### src/rtl/act_faw_window.sv
// Per-rank ring of the last WIN_DEPTH activate stamps; window compare.
module act_faw_window #(
  parameter int NUM_RANKS = 2,
  parameter int WIN_DEPTH = 4,
  parameter int TS_W      = 16,
  parameter int CFG_W     = 8,
  parameter int RK_W      = 1
) (
  input  logic             clk,
  input  logic             rst,
  input  logic             act,
  input  logic [RK_W-1:0]  rank,
  input  logic [TS_W-1:0]  now,
  input  logic [CFG_W-1:0] cfg_faw,
  output logic             hit
);
  localparam int PTR_W   = (WIN_DEPTH > 1) ? $clog2(WIN_DEPTH) : 1;
  localparam int ENTRIES = NUM_RANKS * WIN_DEPTH;
  localparam int AD_W    = (ENTRIES > 1) ? $clog2(ENTRIES) : 1;

  logic [TS_W-1:0]  hist [ENTRIES];
  logic [PTR_W-1:0] ptr_q [NUM_RANKS];
  logic [NUM_RANKS-1:0] full_q;

  for (genvar r = 0; r < NUM_RANKS; r++) begin : g_rank
    logic             sel;
    logic [PTR_W-1:0] ptr_r;
    logic             full_r;
    logic             wrap;
    assign sel  = act && (rank == RK_W'(r));
    assign wrap = (ptr_r == PTR_W'(WIN_DEPTH - 1));
    always_ff @(posedge clk) begin
      if (rst) begin
        ptr_r  <= '0;
        full_r <= 1'b0;
      end else if (sel) begin
        ptr_r <= wrap ? '0 : ptr_r + PTR_W'(1);
        if (wrap) full_r <= 1'b1;
      end
    end
    assign ptr_q[r]  = ptr_r;
    assign full_q[r] = full_r;
  end

  logic [PTR_W-1:0] ptr_sel;
  logic [AD_W-1:0]  addr;
  logic [TS_W-1:0]  gap;

  always_comb begin
    ptr_sel = ptr_q[rank];
    addr    = AD_W'(rank) * AD_W'(WIN_DEPTH) + AD_W'(ptr_sel);
    // Slot at the pointer is the oldest once the ring has filled.
    gap     = now - hist[addr];
    hit     = act && full_q[rank] && (gap < TS_W'(cfg_faw));
  end

  always_ff @(posedge clk) begin
    if (act) hist[addr] <= now;
  end
endmodule

### config.mk
export PLATFORM = sky130hd
export DESIGN_NAME = act_faw_window
export DESIGN_NICKNAME = d
export VERILOG_FILES = /design/src/rtl/act_faw_window.sv
export SDC_FILE = /design/constraint.sdc
export NUM_CORES = 1
export LEC_CHECK = 0
export ABC_CLOCK_PERIOD_IN_PS = 10000
export BUFFER_PORTS_ARGS = -buffer_cell sky130_fd_sc_hd__buf_2
export CAP_MARGIN = 20
export CORE_MARGIN = 3
export CORE_UTILIZATION = 60
export CTS_BUF_LIST = sky130_fd_sc_hd__clkbuf_4 sky130_fd_sc_hd__clkbuf_8 sky130_fd_sc_hd__clkbuf_16
export DETAILED_ROUTE_END_ITERATION = 6
export GPL_TIMING_DRIVEN = 0
export PLACE_DENSITY_LB_ADDON = 0.2
export RECOVER_POWER = 25
export SLEW_MARGIN = 20
export SYNTH_ARGS = -nofsm -noshare
export SYNTH_HDL_FRONTEND = slang
export SYNTH_SLANG_ARGS = --single-unit
### constraint.sdc
create_clock -name clk -period 10 [get_ports clk]
set_input_delay 1.5 -clock clk [delete_from_list [all_inputs] [get_ports clk]]
set_output_delay 1.5 -clock clk [all_outputs]
set_load 0.005 [all_outputs]
==> results by group, run 1 <==
Final layout
  • Fin area: 7274 um^2
  • NumNets Final: 652
  • Post-layout util: 73.08%
  • Layout cells sized above 1: 13.56%
  • Synth-to-layout area growth: 16.07%
  • N_diodes: 0

STA
  • Min Clock Period, post-route: 7.764 ns
  • WHS: 0.4834 ns
  • Fin. max-slew vios: 0
  • Relative slew slack: 52.51%
  • Final Setup Violations: 0
  • Final period util: 77.64%
  • Setup ws final: 2.236 ns
  • Setup_tns: 0 ns
  • Worst-margin pin slew: 0.7123 ns
  • Final Hold Fails: 0
  • Max Clock Freq: 128.8 MHz
  • Unrepaired setup endpoints after global routing: no
  • Clock skew: 0.007505 ns

Clock tree
  • CTS tree: done
  • Worst-path clk slew: 0.06 ns
  • Number of H-tree levels: 4
  • Clk Tree Root Cell: clkbuf_8
  • Setup Fix Bufs, Post-CTS: 0
  • CTS buffer count: 17
  • Clock tree sinks: 134
  • CTS Hold Bufs: 0
  • Skew-Pair Late Insertion Delay: 0.52 ns
  • # resized after CTS: 0
  • Clock buffer depth: 2

Floorplanning
  • Initial core utilization: 62.96%
  • # rows: 36
  • Die height: 108.2 um
  • Core box area: 9955 um^2
  • Die X: 108.2 um
  • Die area: 11710 um^2
  • Num ports: 29

Synth
  • Ys async rst share: 0%
  • Post-synthesis instance area: 6267 um^2
  • Ys flop type: edfxtp_1
  • Post-synth EDFFs: 128
  • Most frequent cells after synthesis: edfxtp_1, nand2_1, a21oi_1, nor2_1, ha_1
  • Cell taking the most area after synthesis: edfxtp_1
  • Ys Warns: 0
  • Synth Instances: 545
  • Sequential-to-total area share from yosys stat: 63.25%
  • Syn avg cell area: 11.50 um^2
  • Synth Register Bits: 134
  • Top-count cell post-synth: edfxtp_1
  • Area contributors post-synth: edfxtp_1, nand2_1, a21oi_1
  • Top cell type's share of synthesized area: 61.33%
  • Synth cell types: 51
  • Synthesized net count: 598

Drt
  • Vias post-DR: 4674
  • DRC: 0
  • DR vias/cell: 6.274
  • Max Used Layer: met4
  • Final WL: 15.57 mm
  • Iteration-0 DRC Markers: 564
  • Met1 WL: 6.022 mm
  • Drt wl/cell: 20.89 um
  • Post-DRT Antenna Nets: 0
  • Met2 Wirelength: 7.502 mm
  • DRT Pass-1 Iters: 6
  • Met3 WL: 1.645 mm

Flow run
  • MaxCap Viol Count: 0

Setup path
  • CP arrival: 6.26 ns
  • Crit path max fanout: 10
  • Critical path startpoint category: input pin
  • Most common cell type on the critical path: buf_2
  • CP Capture Type: primary output
  • WS Path Type: in -> out
  • Worst EP required: 8.50 ns
  • Worst path cell trace: buf_2 -> buf_2 -> or2_2 -> clkbuf_1 -> a21oi_1 -> nor4_1 -> ha_1 -> a2111o_1 -> o21ai_0 -> xnor2_1 -> ha_1 -> a2111oi_4 -> nand4b_1 -> a311oi_1 -> o2111ai_1 -> nor4_1 -> buf_2
  • CP peak stage delay: 0.53 ns
  • Slowest cell on the critical path: clkbuf_1
  • Worst R2R Path Depth: 7

Placement
  • Number of port buffers: 26
  • Placed standard-cell area: 6699 um^2
  • Pre-CTS WS: 2.331 ns
  • DP HPWL: 10.33 mm
  • Final GP Congestion: 0.8131

Power
  • Peak VDD IR: 0.1824 mV
  • P_leak: 2.662 nW
  • Cell Pwr Density: 199.4 nW/um^2

GRT
  • Total GRT Usage: 28.16%
  • GRT overflow: 0
  • Vias in the first global route: 4398
  • Largest net degree at the start of global routing: 17
  • First-pass GRT wire length: 23.72 mm
  • Initial antenna violation count: 0

Worst hold path
  • Hold depth: 2
  • Hold WC Path Type: reg -> reg

Status
  • Status: finished, final reports clean
==> layout make-up <==
cell class	count	area, um^2
tap	133	166.4
sequential	134	3964
inverter	17	63.81
multi-input combinational	370	2157
buffer	24	105.1
clock buffer	19	429.2
fill	654	2680
timing repair buffer	35	231.5
clock inverter	13	157.7
==> worst paths after layout <==
kind	from	end	slack (ns)
worst min-delay path	g_rank[1].full_r	g_rank[1].full_r	0.48
worst max register to register	g_rank[0].ptr_r[0]	hist[4][10]	7.18
worst min register to register	g_rank[1].full_r	g_rank[1].full_r	0.48
worst max-delay path	rank	hit	2.24
==> critical path, delay by kind of cell <==
| kind | cells | cell delay (ns) |
|---|---|---|
| AO/OA/AOI/OAI | 6 | 1.60 |
| AND/OR/NAND/NOR | 4 | 1.16 |
| buffers and inverters | 4 | 1.15 |
| adder cells (fa/ha/maj) | 2 | 0.70 |
| XOR/XNOR | 1 | 0.15 |
==> cell families (layout without fill, tap and decap cells) <==
group,count (synthesis),count (layout),share of synthesized area (%)
AO/OA/AOI/OAI,127,127,12.50
multiplexers,9,9,1.497
flip-flops,134,134,63.25
XOR/XNOR,6,6,0.8385
buffers and inverters,41,108,2.695
adder cells (fa/ha/maj),25,25,5.111
AND/OR/NAND/NOR,203,203,14.11
==> registers in the layout, summed over array words and instances (netlist names) <==
| signal | count |
|---|---|
| hist | 128 |
| g_rank.ptr_r | 4 |
| g_rank.full_r | 2 |
==> metrics by stage <==
stage | instances | total power, W
2_1_floorplan | 545 | 0.0007844
3_3_place_gp | 704 | 0.0008397
3_5_place_dp | 713 | 0.0008491
4_1_cts | 745 | 0.001451
5_1_grt | 745 | 0.001501
6_report | 745 | 0.001450
==> power by group <==
group          internal (W)  switching [W]  total (W)  leakage, nW
clock              0.000383       0.000226   0.000609        0.272
sequential         0.000627     0.00000347   0.000630         1.21
combinational     0.0000779       0.000133   0.000211         1.18
==> placed cells by master, fill, tap and decap left out, types with 5 or more instances in the layout <==
cell and n:
buf_2 25, edfxtp_1 128, a21o_1 6, o21ai_0 12
a21oi_1 65, o22ai_1 6, nand2b_1 6, nor4_1 13
dfxtp_1 6, o21a_1 5, ha_1 24, mux2i_1 6
clkbuf_16 16, clkbuf_1 21, clkinvlp_4 5, nor2_1 28
nand3_1 6, nor2_2 7, nand2_1 117, nor3_1 5
a31oi_1 7, inv_1 17
==> layer usage <==
layer | GRT usage [%] | vias up
met5 | 0 | -
met4 | 12.17 | 0
met3 | 5.851 | 33
met2 | 45.69 | 283
met1 | 37.12 | 2240
li1 | - | 2118
No activity file was read; power rests on OpenSTA's default activity.
==> run 2, diff against run 1 <==
- ABC_AREA: not set -> 1
- ABC_CLOCK_PERIOD_IN_PS: 10000 -> 6300
- CORE_UTILIZATION: 60 -> 55
- clock period: 10 -> 6.3 ns (I/O delays scaled with it)
==> run 2 against run 1 <==
  * Design area up 1.2%
  * Synthesized cell count up 12%
  * Core utilization down 6.3 points
  * Combinational power up 57%
  * Setup slack worse by 1.4 ns
  * Via count down 1.6%
  * Total power up 62%
  * Critical path depth up 7
  * Sequential share of layout area down 0.66 points
  * Critical endpoint unchanged
==> results by group, run 2 <==
STA
  • Final period util: 85.99%
  • Final Hold Fails: 0
  • Final Setup Violations: 0
  • Unrepaired setup endpoints after global routing: no
  • Setup_tns: 0 ns
  • Fin. max-slew vios: 0
  • Clock skew: 0.01152 ns
  • Worst-margin pin slew: 0.7268 ns
  • Max Clock Freq: 184.6 MHz
  • Relative slew slack: 51.50%
  • Min Clock Period, post-route: 5.417 ns

Synth
  • Ys async rst share: 0%
  • Area contributors post-synth: edfxtp_1, nand2_1, nor2_1
  • Ys flop type: edfxtp_1
  • Simple-gate share of the synthesized area: 17.95%
  • Top cell type's share of synthesized area: 60.92%
  • Compound-Gate Fraction of Synth Area: 8.090%
  • Synth Register Bits: 134
  • Synth cell types: 31
  • Synth Instances: 613
  • Cell taking the most area after synthesis: edfxtp_1
  • Synthesized-area fraction occupied by adder cells: 5.076%
  • Largest family of logic cells by synthesized area: simple AND/OR/NAND/NOR gates
  • Post-synth EDFFs: 128
  • Synth Area in XOR/XNOR: 0.8328%
  • Post-synthesis instance area: 6310 um^2
  • Sequential-to-total area share from yosys stat: 62.82%
  • Ys Warns: 0
  • Syn avg cell area: 10.29 um^2
  • Most frequent cells after synthesis: nand2_1, edfxtp_1, nor2_1, inv_1, o21ai_0
  • Post-synthesis mux area share: 0%
  • Synthesized net count: 666
  • Top-count cell post-synth: nand2_1

Final layout
  • Register with the most flip-flops: hist
  • Commonest non-fill, non-tap cell in the layout: nand2_1
  • Fillers: 850
  • N_diodes: 0
  • NumNets Final: 721
  • Layout cells sized above 1: 12.19%
  • Most frequent cells in the layout: nand2_1, edfxtp_1, nor2_1, inv_1, o21ai_0
  • Largest register FFs: 128
  • Regs by FF count: hist x128, g_rank.ptr_r x4, g_rank.full_r x2
  • Synth-to-layout area growth: 16.70%
  • Fin area: 7363 um^2

Drt
  • Drt wl/cell: 17.81 um
  • DRC: 0
  • Iteration-0 DRC Markers: 488
  • DR vias/cell: 5.599
  • Vias post-DR: 4597
  • DRT Pass-1 Iters: 5
  • Post-DRT Antenna Nets: 0
  • Final WL: 14.62 mm

Power
  • Internal: 0.001787 W
  • Clock Power Share: 43.4%
  • Sequential share of power: 42.5%
  • NetSw: 0.0005666 W
  • Sw Ratio: 24.08%
  • Peak VDD IR: 0.2208 mV
  • Combinational share of power: 14.1%
  • Cell Pwr Density: 319.6 nW/um^2
  • P_leak: 2.927 nW

GRT
  • Largest net degree at the start of global routing: 17
  • Total GRT Usage: 24.02%
  • Initial antenna violation count: 0
  • Vias in the first global route: 4389
  • GRT overflow: 0
  • First-pass GRT wire length: 22.80 mm

Clock tree
  • # resized after CTS: 0
  • Number of H-tree levels: 4
  • Clock buffer depth: 2
  • CTS Hold Bufs: 0
  • CTS tree: done
  • Clock tree sinks: 134
  • Setup Fix Bufs, Post-CTS: 0
  • Skew-Pair Late Insertion Delay: 0.42 ns
  • Worst-path clk slew: 0.06 ns
  • CTS buffer count: 17
  • Clk Tree Root Cell: clkbuf_16

Setup path
  • CP arrival: 4.47 ns
  • Critical Path Source: rank
  • CP delay by family, top: simple AND/OR/NAND/NOR gates
  • Worst path cell trace: buf_6 -> inv_2 -> nor2_1 -> buf_2 -> o21ai_0 -> o22ai_1 -> nor2_1 -> ha_1 -> nand2_1 -> inv_1 -> nand2_1 -> nand2_1 -> a31oi_1 -> xnor2_1 -> ha_1 -> a21oi_1 -> and2_1 -> nand2_1 -> inv_1 -> nand2_1 -> nor2_1 -> nand3_1 -> nor2_1 -> buf_2
  • Reg2reg start: g_rank[1].ptr_r[0]
  • Worst EP required: 5.35 ns
  • CP peak stage delay: 0.43 ns
  • WP buf/inv: 6
  • Slowest cell on the critical path: nor2_1
  • CP Capture Type: primary output
  • Crit path max fanout: 10
  • WS Path Type: in -> out
  • Most common cell type on the critical path: nand2_1
  • Critical path startpoint category: input pin

Floorplanning
  • Die X: 113.1 um
  • Core box area: 11030 um^2
  • Die height: 113.1 um
  • Initial core utilization: 57.20%
  • Die area: 12790 um^2
  • Num ports: 29
  • # rows: 38

Status
  • Status: finished, final reports clean

Placement
  • Final GP Congestion: 0.8890
  • Number of port buffers: 27
  • DP HPWL: 10.64 mm
  • Placed standard-cell area: 6759 um^2

Flow run
  • MaxCap Viol Count: 0

Worst hold path
  • Hold WC Path Type: reg -> reg
  • Min-delay src: g_rank[1].full_r
-- run 2: area by class of cell --
class,count,area [um^2],share of cell area (%)
Inverter,64,240.2,3.263
Clock buffer,22,462.9,6.287
Clock inverter,10,153.9,2.090
Timing Repair Buffer,36,239.0,3.246
Buffer,17,90.09,1.223
Multi-Input combinational cell,398,2038,27.68
Tap cell,140,175.2,2.379
Sequential cell,134,3964,53.83
-- run 2: cell families after synthesis --
| group | count (synthesis) |
|---|---|
| xor+xnor | 6 |
| flops | 134 |
| buf+inv | 81 |
| simple gates | 275 |
| compound gates | 92 |
| fa+ha+maj | 25 |
-- run 2: final timing paths --
path                                    endpoint  slack [ns]  cells past startpoint
worst min-delay path            g_rank[1].full_r        0.46                      2
worst min register to register  g_rank[1].full_r        0.46                      2
worst max-delay path                         hit        0.88                     24
worst max register to register        hist[3][1]        3.64                      7
-- run 2: stage by stage --
step                      setup slack (ns)  power (W)  std cells  hold WS [ns]  util (%)
final                               0.8828   0.002354        821        0.4605     66.75
after global routing                0.5754   0.002452        821        0.4916     66.75
after CTS                           0.9364   0.002365        821        0.4634     66.87
after detailed placement            0.9698   0.001347        789        0.4568     61.28
after global placement              0.9941   0.001333        780        0.4529     60.02
after floorplan                      1.787   0.001245        613        0.4298         -
-- run 2: metal layers --
layer  up-vias  global-route usage (%)  wire (um)
li1       2225                       -          -
met1      2149                   32.20       6221
met2       191                   38.07       6887
met3        32                   4.973       1097
met4         0                   10.74        412
met5         -                       0          0
-- run 2: power groups by stage --
stage	Sequential [W]	Clock [W]	Combinational, W
after floorplan	0.00102	0	0.000227
after global placement	0.00102	0	0.000314
after detailed placement	0.00102	0	0.000328
after CTS	0.00100	0.00103	0.000331
after global routing	0.00100	0.00107	0.000379
final	0.00100	0.00102	0.000332
-- run 2: worst reg2reg max path, stage by stage, from the launching register on --
cell	delay [ns]
dfxtp_1	0.42
nand2_1	0.13
nand2_4	0.14
buf_2	0.30
buf_2	0.31
nand2_1	0.21
nor2_2	0.61
buf_6	0.24
==> run 3, diff against run 2 <==
- ABC_CLOCK_PERIOD_IN_PS: 6300 -> 6100
- CORE_UTILIZATION: 55 -> 60
- clock period: 6.3 -> 6.1 ns (I/O delays scaled with it)
==> run 3 against run 2 <==
  * Non-clock buffer count did not move
  * Final cell count fell by 0.97%
  * Highest routed layer unchanged
  * Critical path depth fell by 1
  * Largest cell class unchanged
  * Sequential share of layout area fell by 0.22 points
  * Via count rose by 1.5%
==> results by group, run 3 (same netlist as run 2, synthesis figures left out) <==
Floorplanning
  • Die area: 11780 um^2
  • Num ports: 29
  • Die X: 108.6 um
  • Core box area: 10000 um^2
  • Initial core utilization: 63.10%
  • Die height: 108.6 um
  • # rows: 36

Worst hold path
  • Min-delay src: g_rank[1].full_r
  • Hold WC Path Type: reg -> reg

Clock tree
  • Worst-path clk slew: 0.06 ns
  • Skew-Pair Late Insertion Delay: 0.53 ns
  • Clock buffer depth: 2
  • # resized after CTS: 0
  • Clock tree sinks: 134
  • Setup Fix Bufs, Post-CTS: 0
  • CTS buffer count: 17
  • Clk Tree Root Cell: clkbuf_8
  • CTS Hold Bufs: 0
  • Number of H-tree levels: 4
  • CTS tree: done

Drt
  • Post-DRT Antenna Nets: 0
  • DRT Pass-1 Iters: 5
  • Drt wl/cell: 19.23 um
  • Iteration-0 DRC Markers: 439
  • DRC: 0
  • Vias post-DR: 4667
  • Final WL: 15.63 mm
  • DR vias/cell: 5.740

Placement
  • Number of port buffers: 27
  • Placed standard-cell area: 6750 um^2
  • Final GP Congestion: 0.9454
  • DP HPWL: 10.76 mm

Setup path
  • CP arrival: 4.63 ns
  • CP Capture Type: primary output
  • Worst path cell trace: buf_6 -> inv_2 -> nor2_1 -> inv_1 -> o221ai_1 -> a21oi_1 -> ha_1 -> fa_1 -> inv_1 -> nand3_1 -> nand3_1 -> nand2_1 -> nand2_1 -> xor2_1 -> ha_1 -> nand2_1 -> inv_1 -> nand2_1 -> nand2_1 -> nor2_1 -> nand3_1 -> nor2_1 -> buf_2
  • Slowest cell on the critical path: nor2_1
  • CP delay by family, top: simple AND/OR/NAND/NOR gates
  • Crit path max fanout: 8
  • CP peak stage delay: 0.47 ns
  • Reg2reg start: g_rank[1].ptr_r[0]
  • Most common cell type on the critical path: nand2_1
  • WS Path Type: in -> out
  • Critical path startpoint category: input pin
  • Worst EP required: 5.18 ns
  • Critical Path Source: rank
  • WP buf/inv: 6

GRT
  • Total GRT Usage: 28.62%
  • First-pass GRT wire length: 24.19 mm
  • GRT overflow: 0
  • Vias in the first global route: 4582
  • Initial antenna violation count: 0
  • Largest net degree at the start of global routing: 17

Final layout
  • Most frequent cells in the layout: nand2_1, edfxtp_1, nor2_1, inv_1, o21ai_0
  • Largest register FFs: 128
  • Register with the most flip-flops: hist
  • Synth-to-layout area growth: 17.17%
  • Regs by FF count: hist x128, g_rank.ptr_r x4, g_rank.full_r x2
  • Fin area: 7393 um^2
  • Post-layout util: 73.94%
  • N_diodes: 0
  • Layout cells sized above 1: 12.35%
  • NumNets Final: 721
  • Commonest non-fill, non-tap cell in the layout: nand2_1

STA
  • Final Setup Violations: 0
  • Worst-margin pin slew: 0.7411 ns
  • Min Clock Period, post-route: 5.549 ns
  • Final period util: 90.97%
  • Max Clock Freq: 180.2 MHz
  • Unrepaired setup endpoints after global routing: no
  • Clock skew: 0.008519 ns
  • Final Hold Fails: 0
  • Relative slew slack: 50.59%
  • Setup_tns: 0 ns
  • Fin. max-slew vios: 0

Power
  • Cell Pwr Density: 339.9 nW/um^2
  • Peak VDD IR: 0.3835 mV
  • P_leak: 2.938 nW
  • Tot Pwr: 0.002513 W

Flow run
  • MaxCap Viol Count: 0

Status
  • Status: finished, final reports clean
## run 3: worst reg2reg max path, delay by kind of cell, from the launching register on
family | cells | cell delay (ns)
buffers and inverters | 3 | 0.81
and+or+nand+nor | 4 | 1.02
DFF | 1 | 0.42
## run 3: layout make-up
type	instances	area [um^2]
sequential	134	3964
fill	710	2606
multi-input combinational	398	2038
clock buffer	19	429.2
inverter	64	240.2
timing repair buffer	36	239.0
clock inverter	12	226.5
tap	133	166.4
buffer	17	90.09
## run 3: final timing paths
kind                                    endpoint  slack (ns)  cells past startpoint
worst min register to register  g_rank[1].full_r        0.46                      2
worst max register to register        hist[7][5]        3.55                      7
worst min-delay path            g_rank[1].full_r        0.46                      2
worst max-delay path                         hit        0.55                     23
## run 3: stage by stage
stage | std cells | setup WS [ns] | hold slack (ns)
after floorplan | 613 | 1.647 | 0.4298
after detailed placement | 782 | 0.5942 | 0.4660
after CTS | 813 | 0.5755 | 0.4728
after global routing | 813 | 0.1692 | 0.4894
final | 813 | 0.5508 | 0.4638
after global placement | 773 | 0.6231 | 0.4446
## run 3: layer usage
metal / up-vias / track usage (%) / share of wire, % / routed length (um)
li1: 2222 / - / - / -
met1: 2202 / 38.64 / 41 / 6477
met2: 206 / 44.44 / 47 / 7386
met3: 37 / 6.090 / 8.4 / 1309
met4: 0 / 13.89 / 2.9 / 459
met5: - / 0 / 0 / 0
## run 3: power breakdown
group / switching (W) / internal [W] / total [W] / leakage [nW]
clock: 0.000375 / 0.000754 / 0.00113 / 0.317
sequential: 0.00000614 / 0.00103 / 0.00103 / 1.21
combinational: 0.000233 / 0.000117 / 0.000350 / 1.41
total: 0.000614 / 0.00190 / 0.00251 / 2.94
